`src/rtl/netirq_pkg.sv`:
```
package netirq_pkg;

   typedef enum logic [1:0] {
      SEL_NONE = 2'd0,
      SEL_STAT = 2'd1,
      SEL_MASK = 2'd2
   } rd_sel_e;

   // Slot-to-word map: each slot owns its own status word.
   function automatic int unsigned slot_word(int unsigned slot);
      return slot;
   endfunction

   // Slot-to-bit-offset map: every slot starts at bit 0 of its word.
   function automatic int unsigned slot_offset(int unsigned slot);
      case (slot)
         0:       return 0;
         default: return 0;
      endcase
   endfunction

endpackage

```
`src/rtl/netirq_status_word.sv`:
```
module netirq_status_word #(
   parameter int WORD_W = 16,
   localparam int IDX_W = $clog2(WORD_W)
) (
   input  logic              clk,
   input  logic              rst_n,
   input  logic              pend_en,
   input  logic [IDX_W-1:0]  pend_idx,
   input  logic              drop_en,
   input  logic [IDX_W-1:0]  drop_idx,
   output logic [WORD_W-1:0] word_q
);
   logic [WORD_W-1:0] word_d;

   // The withdraw is applied first, so a raise of the same bit wins.
   always_comb begin
      word_d = word_q;
      if (drop_en) word_d[drop_idx] = 1'b1;
      if (pend_en) word_d[pend_idx] = 1'b0;
   end

   always_ff @(posedge clk) begin
      if (!rst_n) word_q <= '1;
      else        word_q <= word_d;
   end
endmodule

```
`src/rtl/netirq_combine.sv`:
```
module netirq_combine #(
   parameter int WORD_W    = 16,
   parameter int NUM_WORDS = 2,
   parameter bit IRQ_REG   = 1'b1
) (
   input  logic              clk,
   input  logic              rst_n,
   input  logic [WORD_W-1:0] words [NUM_WORDS],
   output logic              irq
);
   logic any_pend;

   always_comb begin
      any_pend = 1'b0;
      for (int w = 0; w < NUM_WORDS; w++)
         if (words[w] != '1) any_pend = 1'b1;
   end

   generate
      if (IRQ_REG) begin : g_reg
         logic irq_q;
         always_ff @(posedge clk) begin
            if (!rst_n) irq_q <= 1'b0;
            else        irq_q <= any_pend;
         end
         assign irq = irq_q;
      end else begin : g_comb
         logic unused_clk;
         assign unused_clk = clk ^ rst_n;
         assign irq = any_pend;
      end
   endgenerate
endmodule

```
`src/rtl/netirq_regbus.sv`:
```
module netirq_regbus
   import netirq_pkg::*;
#(
   parameter int                WORD_W    = 16,
   parameter int                NUM_WORDS = 2,
   parameter int                ADDR_W    = 8,
   parameter logic [ADDR_W-1:0] STAT_BASE = 8'h26,
   parameter logic [ADDR_W-1:0] MASK_OFS  = 8'h30,
   localparam int               WSEL_W    = (NUM_WORDS > 1) ? $clog2(NUM_WORDS) : 1
) (
   input  logic              clk,
   input  logic              rst_n,
   input  logic              rd,
   input  logic              wr,
   input  logic [ADDR_W-1:0] addr,
   input  logic [WORD_W-1:0] wdata,
   input  logic [WORD_W-1:0] words [NUM_WORDS],
   output logic [WORD_W-1:0] rdata,
   output logic [WORD_W-1:0] mask_q
);
   rd_sel_e           sel;
   logic [WSEL_W-1:0] wsel;

   // Status words sit at even offsets starting at STAT_BASE.
   always_comb begin
      sel  = SEL_NONE;
      wsel = '0;
      if (addr == MASK_OFS) sel = SEL_MASK;
      for (int w = 0; w < NUM_WORDS; w++) begin
         if (addr == STAT_BASE + ADDR_W'(2 * w)) begin
            sel  = SEL_STAT;
            wsel = WSEL_W'(w);
         end
      end
   end

   always_ff @(posedge clk) begin
      if (!rst_n) begin
         rdata <= '0;
      end else if (rd) begin
         case (sel)
            SEL_STAT: rdata <= words[wsel];
            SEL_MASK: rdata <= mask_q;
            default:  rdata <= '0;
         endcase
      end else begin
         rdata <= '0;
      end
   end

   always_ff @(posedge clk) begin
      if (!rst_n)                       mask_q <= '0;
      else if (wr && addr == MASK_OFS)  mask_q <= wdata;
   end
endmodule

```
`src/rtl/netirq_agg.sv`:
```
module netirq_agg
   import netirq_pkg::*;
#(
   parameter int                WORD_W    = 16,
   parameter int                NUM_WORDS = 2,
   parameter int                NUM_SLOTS = 2,
   parameter int                SLOT_W    = 2,
   parameter int                PORT_W    = 4,
   parameter int                ADDR_W    = 8,
   parameter logic [ADDR_W-1:0] STAT_BASE = 8'h26,
   parameter logic [ADDR_W-1:0] MASK_OFS  = 8'h30,
   parameter bit                IRQ_REG   = 1'b1
) (
   input  logic              clk,
   input  logic              rst_n,
   input  logic              pend_req,
   input  logic [SLOT_W-1:0] pend_slot,
   input  logic [PORT_W-1:0] pend_port,
   input  logic              drop_req,
   input  logic [SLOT_W-1:0] drop_slot,
   input  logic [PORT_W-1:0] drop_port,
   input  logic              bus_rd,
   input  logic              bus_wr,
   input  logic [ADDR_W-1:0] bus_addr,
   input  logic [WORD_W-1:0] bus_wdata,
   output logic [WORD_W-1:0] bus_rdata,
   output logic              irq_out
);
   localparam int IDX_W = $clog2(WORD_W);

   generate
      if (WORD_W < 2 || (WORD_W & (WORD_W - 1)) != 0) begin : g_bad_w
         $error("WORD_W must be a power of two of at least 2");
      end
      if (NUM_SLOTS < 1 || NUM_SLOTS > (1 << SLOT_W)) begin : g_bad_s
         $error("NUM_SLOTS does not fit SLOT_W");
      end
      if (MASK_OFS >= STAT_BASE && MASK_OFS < STAT_BASE + ADDR_W'(2 * NUM_WORDS)) begin : g_bad_a
         $error("MASK_OFS overlaps the status words");
      end
   endgenerate

   logic [WORD_W-1:0] stat_q [NUM_WORDS];
   logic [WORD_W-1:0] mask_q;

   int unsigned pend_pos, drop_pos;
   logic        pend_ok, drop_ok;

   always_comb begin
      pend_pos = slot_offset(int'(pend_slot)) + int'(pend_port);
      drop_pos = slot_offset(int'(drop_slot)) + int'(drop_port);
      pend_ok  = pend_req && int'(pend_slot) < NUM_SLOTS && pend_pos < WORD_W;
      drop_ok  = drop_req && int'(drop_slot) < NUM_SLOTS && drop_pos < WORD_W;
   end

   generate
      for (genvar w = 0; w < NUM_WORDS; w++) begin : g_word
         logic pend_hit, drop_hit;
         assign pend_hit = pend_ok && slot_word(int'(pend_slot)) == w;
         assign drop_hit = drop_ok && slot_word(int'(drop_slot)) == w;

         netirq_status_word #(.WORD_W(WORD_W)) u_word (
            .clk      (clk),
            .rst_n    (rst_n),
            .pend_en  (pend_hit),
            .pend_idx (pend_pos[IDX_W-1:0]),
            .drop_en  (drop_hit),
            .drop_idx (drop_pos[IDX_W-1:0]),
            .word_q   (stat_q[w])
         );
      end
   endgenerate

   netirq_combine #(
      .WORD_W(WORD_W), .NUM_WORDS(NUM_WORDS), .IRQ_REG(IRQ_REG)
   ) u_comb (
      .clk   (clk),
      .rst_n (rst_n),
      .words (stat_q),
      .irq   (irq_out)
   );

   netirq_regbus #(
      .WORD_W(WORD_W), .NUM_WORDS(NUM_WORDS), .ADDR_W(ADDR_W),
      .STAT_BASE(STAT_BASE), .MASK_OFS(MASK_OFS)
   ) u_bus (
      .clk    (clk),
      .rst_n  (rst_n),
      .rd     (bus_rd),
      .wr     (bus_wr),
      .addr   (bus_addr),
      .wdata  (bus_wdata),
      .words  (stat_q),
      .rdata  (bus_rdata),
      .mask_q (mask_q)
   );
endmodule

```
`config.mk`:
```
export PLATFORM = sky130hd
export DESIGN_NAME = netirq_agg
export DESIGN_NICKNAME = d
export VERILOG_FILES = /design/src/rtl/netirq_pkg.sv /design/src/rtl/netirq_status_word.sv /design/src/rtl/netirq_combine.sv /design/src/rtl/netirq_regbus.sv /design/src/rtl/netirq_agg.sv
export SDC_FILE = /design/constraint.sdc
export NUM_CORES = 1
export LEC_CHECK = 0
export ABC_AREA = 1
export BUFFER_PORTS_ARGS = -buffer_cell sky130_fd_sc_hd__buf_4
export CORE_MARGIN = 2
export CORE_UTILIZATION = 25
export CTS_CLUSTER_SIZE = 25
export DETAILED_ROUTE_END_ITERATION = 6
export GPL_TIMING_DRIVEN = 1
export SLEW_MARGIN = 0
export SYNTH_ARGS = -nofsm -noshare
export SYNTH_HDL_FRONTEND = slang
export SYNTH_SLANG_ARGS = --single-unit
```
`constraint.sdc`:
```
create_clock -name clk -period 1.66 [get_ports clk]
set_input_delay 0.166 -clock clk [delete_from_list [all_inputs] [get_ports clk]]
set_output_delay 0.166 -clock clk [all_outputs]
set_load 0.02 [all_outputs]
```
==> out/qor.yml, run 1 <==
job:
  max_cap_violations: 0
die:
  initial_core_util: 0.2556
  rows: 41
  fp.dieArea_sq_um: 13780
  die_h_microns: 117.4
  io_pins: 59
  core_area_sq_um: 12570
  die_w_microns: 117.4
yosys:
  synthFlopType: "dfxtp_1"
  ys_types: 24
  synthesis.nets: 518
  synthArstFlopShare: 0
  avgSynthCellArea_sq_um: 6.779
  ys_seq_area_frac: 0.4050
  synth_edf_count: 0
  ys_seq_elements: 65
  synth_cells: 474
  yosys_warnings: 0
  synthesis.area_sq_um: 3213
clock_network:
  ctsHoldBuffers: 0
  post_cts_resized: 0
  cts.sinks: 65
  cts.htree.levels: 3
  cts_tree: "built"
  cts_buffer_depth: 2
  clock_latency_ns: 0.33
  clk_pin_slew_ns: 0.05
  cts_root_buffer: "clkbuf_16"
  numCtsBuffers: 9
  post_cts_buffers: 0
sta:
  tns_ns: 0
  setup_viol: 0
  rsz0062_at_grt: "false"
  skew_ns: 0.006248
  finalMaxSlewViolations: 0
  tightest_slew_ns: 0.4815
  finalCritPeriodShare: 0.7845
  worst_slack_ns: 0.3578
  fmax_ghz: 0.7679
  maxSlewHeadroom: 0.6790
  finalHoldViolCount: 0
  period_needed_ns: 1.302
power:
  leakagePower_nw: 1.885
  power.density_nw_per_um2: 871.0
  peakVddDrop_mv: 0.4284
hold_path:
  hp-class: "in -> reg"
status:
  outcome: "finished, final reports clean"
placed_design:
  gp_congestion: 0.8800
  portBuffers: 58
  pre_cts_slack_ns: 0.008681
  detailed_place_hpwl_mm: 6.631
finish:
  final_common_cell: "nand2_1"
  area_growth_pct: 29.24
  multiInputGateArea_sq_um: 1602
  antennaDiodeCount: 0
  seq_area_sq_um: 1301
  nets: 573
  drive_gt1_frac: 0.1989
  nFillCells: 1339
  final_cell_mix: "125 x nand2_1, 67 x buf_4, 65 x dfxtp_1, 60 x o21ai_0, 51 x inv_1"
grt:
  antenna_found_initial: 0
  grt_pass1_wl_mm: 14.67
  overflow: 0
  grt_start_max_net_pins: 35
  grt_pass1_vias: 3021
  grt.total_usage: 0.1312
worst_setup_path:
  crit_path_end_kind: "flop"
  crit_chain: "buf_4, inv_2, nand2_4, nor3_1, nand2_1, nand2_2, inv_1, ha_1, nand3b_1, buf_12, a21oi_1"
  crit_path_top_delay_cell: "ha_1"
  critPathMaxFanout: 16
  worstPathArrival_ns: 1.56
  startpoint_type: "input port"
  cp.required_ns: 1.91
  setup.worst_path.class: "in -> reg"
  slowest_delay_ns: 0.27
route:
  wl_per_cell_microns: 12.66
  vias: 3173
  vias_per_cell: 4.501
  detail_route.drc_violations: 0
  firstDrtPassIters: 5
  ant_nets: 0
  drt-total-wl_mm: 8.922
  drt_iter0_markers: 320
==> Yosys cell counts (2+ instances only) <==
library cell,instances,area [sq um]
inv_1,52,195.2
ha_1,2,25.02
nand3_1,34,170.2
nand2_1,128,480.5
clkbuf_1,15,56.30
nor2_1,32,120.1
nand4_1,4,25.02
inv_2,3,11.26
buf_6,2,22.52
nand2_4,2,22.52
buf_8,3,45.04
dfxtp_1,65,1301
o21ai_1,4,20.02
nor3_1,6,30.03
o21ai_0,60,300.3
buf_2,5,25.02
a21oi_1,32,160.2
nand3b_1,19,142.6
==> state kept, by name (all words and copies together) (netlist names) <==
register and cells:
g_word.u_word.word_q 32, u_bus.mask_q 16, u_bus.rdata 16, u_comb.irq 1
==> cell families (layout without fill, tap and decap cells) <==
group / count (synthesis) / after routing / synth area share
flops: 65 / 65 / 0.4050
fa+ha+maj: 2 / 2 / 0.007787
compound gates: 97 / 97 / 0.1519
buf+inv: 80 / 139 / 0.1106
simple gates: 230 / 230 / 0.3248
==> worst max-delay path, delay by kind of cell <==
kind | cells | cell delay, ns
buffers and inverters | 4 | 0.39
and+or+nand+nor | 5 | 0.59
AOI/OAI and AO/OA | 1 | 0.12
adders and majority gates | 1 | 0.27
==> worst paths after layout <==
kind | start | end | slack, ns | cells past startpoint
max | bus_addr[6] | u_bus.rdata[0]$_SDFF_PN0_ | 0.36 | 11
min | bus_wdata[4] | u_bus.mask_q[4]$_SDFFE_PN0P_ | 0.16 | 4
max reg2reg | g_word[0].u_word.word_q[8]$_SDFF_PN1_ | u_comb.irq$_SDFF_PN0_ | 0.56 | 4
min reg2reg | u_bus.mask_q[2]$_SDFFE_PN0P_ | u_bus.rdata[2]$_SDFF_PN0_ | 0.47 | 2
==> metal layers <==
metal | global-route usage | part of all wire
met1 | 0.1770 | 0.49
met2 | 0.2007 | 0.42
met3 | 0.03891 | 0.075
met4 | 0.04292 | 0.015
met5 | 0 | 0
==> through the flow <==
step,cell area [sq um],util,instances,hold slack (ns),total power [mW]
floorplan,3273,-,474,0.3543,1.750
global placement,3870,0.3079,690,0.4540,1.880
detailed placement,3870,0.3079,690,0.4511,1.885
CTS,4153,0.3304,705,0.1548,3.647
global route,4153,0.3304,705,0.1736,3.746
finish,4153,0.3304,705,0.1594,3.617
==> report_power, final <==
part | switching [mW] | internal [mW] | total (mW)
Clock | 0.642 | 1.12 | 1.76
Sequential | 0.00360 | 1.57 | 1.57
Combinational | 0.164 | 0.116 | 0.280
Total | 0.809 | 2.81 | 3.62
==> area by class of cell <==
cell class / instances / share of cell area
multi-input combinational: 329 / 0.3857
timing repair buffer: 69 / 0.1308
clock buffer: 13 / 0.06508
tap: 172 / 0.05182
clock inverter: 2 / 0.003013
sequential: 65 / 0.3133
inverter: 55 / 0.05032
Note: power is estimated with default switching activity, not from simulation.
==> run 2, diff against run 1 <==
Settings changed: ABC_AREA 1 to 0.
Clock period 1.66 ns to 1.1 ns, I/O delays scaled along.
==> out/qor.yml, run 2 <==
die:
  rows: 40
  fp.dieArea_sq_um: 12910
  core_area_sq_um: 11860
  initial_core_util: 0.2533
  die_w_microns: 113.6
  die_h_microns: 113.6
  io_pins: 59
clock_network:
  clk_pin_slew_ns: 0.05
  cts_buffer_depth: 2
  cts.htree.levels: 3
  cts.sinks: 65
  ctsHoldBuffers: 0
  cts_root_buffer: "clkbuf_16"
  clock_latency_ns: 0.32
  numCtsBuffers: 9
  cts_tree: "built"
sta:
  fmax_ghz: 0.6328
  skew_ns: 0.003567
  setup_viol: 32
  period_needed_ns: 1.580
  holdWs_ns: 0.04903
  finalMaxSlewViolations: 0
  rsz0062_at_grt: "true"
  finalCritPeriodShare: 1.437
  maxSlewHeadroom: 0.5341
  finalHoldViolCount: 0
  worst_slack_ns: -0.4802
  tightest_slew_ns: 0.6974
power:
  switchingPower_mw: 1.158
  sw_frac_of_total: 0.2000
  clkPwrFrac: 0.516
  comb_power_share: 0.073
  peakVddDrop_mv: 0.7685
  leakagePower_nw: 1.655
  seqPwrFrac: 0.411
  power.density_nw_per_um2: 1372
  p_int_mw: 4.630
yosys:
  synth_cells: 329
  synthFlopType: "dfxtp_1"
  ys_types: 35
  ys_top_cells_by_area: "dfxtp_1 43%, a311oi_1 9.3%, nand2_1 8.4%"
  synth_edf_count: 0
  yosys_warnings: 0
  yosys.area.top_type: "dfxtp_1"
  synthesis.area_sq_um: 3004
  yosysTopAreaCellShare: 0.4332
  ys_top_cells_by_count: "67 x nand2_1, 65 x dfxtp_1, 33 x a21oi_1"
  synthesis.nets: 373
  yosysMostFrequentCell: "nand2_1"
  ys_seq_elements: 65
  ys_seq_area_frac: 0.4332
  synthArstFlopShare: 0
  avgSynthCellArea_sq_um: 9.131
placed_design:
  placed_area_sq_um: 3801
  pre_cts_slack_ns: -0.8079
  portBuffers: 58
  detailed_place_hpwl_mm: 6.339
  gp_congestion: 0.9140
status:
  violations: "negative setup slack"
  outcome: "complete, but fails checks"
hold_path:
  hp-class: "in -> reg"
  hold_depth: 3
worst_setup_path:
  worstPathArrival_ns: 1.83
  critPathMaxFanout: 16
  cp.required_ns: 1.35
  slowest_delay_ns: 0.36
  setup.worst_path.class: "in -> reg"
  crit_chain: "buf_6, nor4b_4, inv_2, a211o_1, ha_1, and4b_2, clkbuf_16, nand2_1, o211ai_2"
  reg2regPathDepth: 3
  startpoint_type: "input port"
  crit_path_end_kind: "flop"
  crit_path_top_delay_cell: "and4b_2"
finish:
  largest_reg_flops: 32
  final_cell_mix: "93 x buf_4, 61 x nand2_1, 60 x dfxtp_1, 33 x a21oi_1, 32 x a311oi_1"
  final_common_cell: "buf_4"
  reg_top3: "g_word.u_word.word_q x32, u_bus.mask_q x16, u_bus.rdata x16"
  antennaDiodeCount: 0
  drive_gt1_frac: 0.3542
  nFillCells: 1180
  regMostFlops: "g_word.u_word.word_q"
  area_growth_pct: 40.44
  post-route-cell-area_sq_um: 4219
  nets: 454
grt:
  overflow: 0
  grt_pass1_wl_mm: 13.50
  antenna_found_initial: 0
  grt_start_max_net_pins: 34
  grt.total_usage: 0.1324
  grt_pass1_vias: 2646
route:
  route.met2.wl_mm: 3.703
  detail_route.drc_violations: 0
  top_layer_used: "met4"
  dr_wl_met3_microns: 579
  wl_per_cell_microns: 15.03
  vias: 2748
  met1Wirelength_mm: 4.081
  drt_iter0_markers: 229
  vias_per_cell: 4.890
  drt-total-wl_mm: 8.449
  firstDrtPassIters: 4
  ant_nets: 0
job:
  max_cap_violations: 0
## run 2: logic make-up (layout without fill, tap and decap cells)
family / after synthesis / after routing / synth area share
simple gates: 128 / 128 / 0.2262
compound gates: 83 / 83 / 0.2103
flops: 65 / 65 / 0.4332
buf+inv: 35 / 121 / 0.06872
mux: 16 / 16 / 0.05331
fa+ha+maj: 2 / 2 / 0.008329
## run 2: layer usage
| layer | vias to the layer above | GRT usage |
|---|---|---|
| met5 | - | 0 |
| met4 | 0 | 0.04878 |
| met3 | 9 | 0.03135 |
| met2 | 92 | 0.2020 |
| met1 | 1260 | 0.1827 |
| li1 | 1387 | - |
## run 2: final cells by class
type,instances,area [sq um],area share
timing repair buffer,102,857.1,0.2031
inverter,3,11.26,0.002669
multi-input combinational,229,1531,0.3630
clock buffer,15,297.8,0.07058
clock inverter,1,30.03,0.007117
tap,147,183.9,0.04359
sequential,65,1308,0.3099
## run 2: timing repair
item | in CTS | in global routing
gates cloned | 0 | 1
pin swaps | 1 | 2
setup endpoints to repair | 48 | 33
setup buffers | 0 | 1
resized for setup | 6 | 12
## run 2: final timing paths
path	start	endpoint	slack (ns)
setup / recovery	bus_addr[6]	u_bus.rdata[10]$_SDFF_PN0_	-0.48
hold / removal	bus_wdata[9]	u_bus.mask_q[9]$_SDFFE_PN0P_	0.05
setup reg to reg	g_word[1].u_word.word_q[4]$_SDFF_PN1_	u_comb.irq$_SDFF_PN0_	0.06
hold reg to reg	u_bus.mask_q[7]$_SDFFE_PN0P_	u_bus.mask_q[7]$_SDFFE_PN0P_	0.46
## run 2: power by group through the flow
stage | Sequential, mW | Combinational [mW] | Clock [mW]
after floorplan | 2.43 | 0.177 | 0
after global placement | 2.43 | 0.399 | 0
after detailed placement | 2.43 | 0.405 | 0
after CTS | 2.38 | 0.414 | 3.06
after global routing | 2.38 | 0.460 | 3.15
final | 2.38 | 0.422 | 2.99
## run 2: critical path: cells and delay by family
family,cells,cell delay [ns]
AOI/OAI and AO/OA,2,0.36
adders and majority gates,1,0.28
and+or+nand+nor,3,0.72
buffers and inverters,3,0.34
## run 2: through the flow
step	setup TNS (ns)	total power [mW]	util	std cells
4_1_cts	-7.497	5.848	0.3503	560
2_1_floorplan	-12.43	2.608	-	329
6_report	-9.326	5.788	0.3557	562
3_3_place_gp	-28.13	2.826	0.3205	544
5_1_grt	-12.12	5.992	0.3557	562
3_5_place_dp	-29.38	2.832	0.3205	544
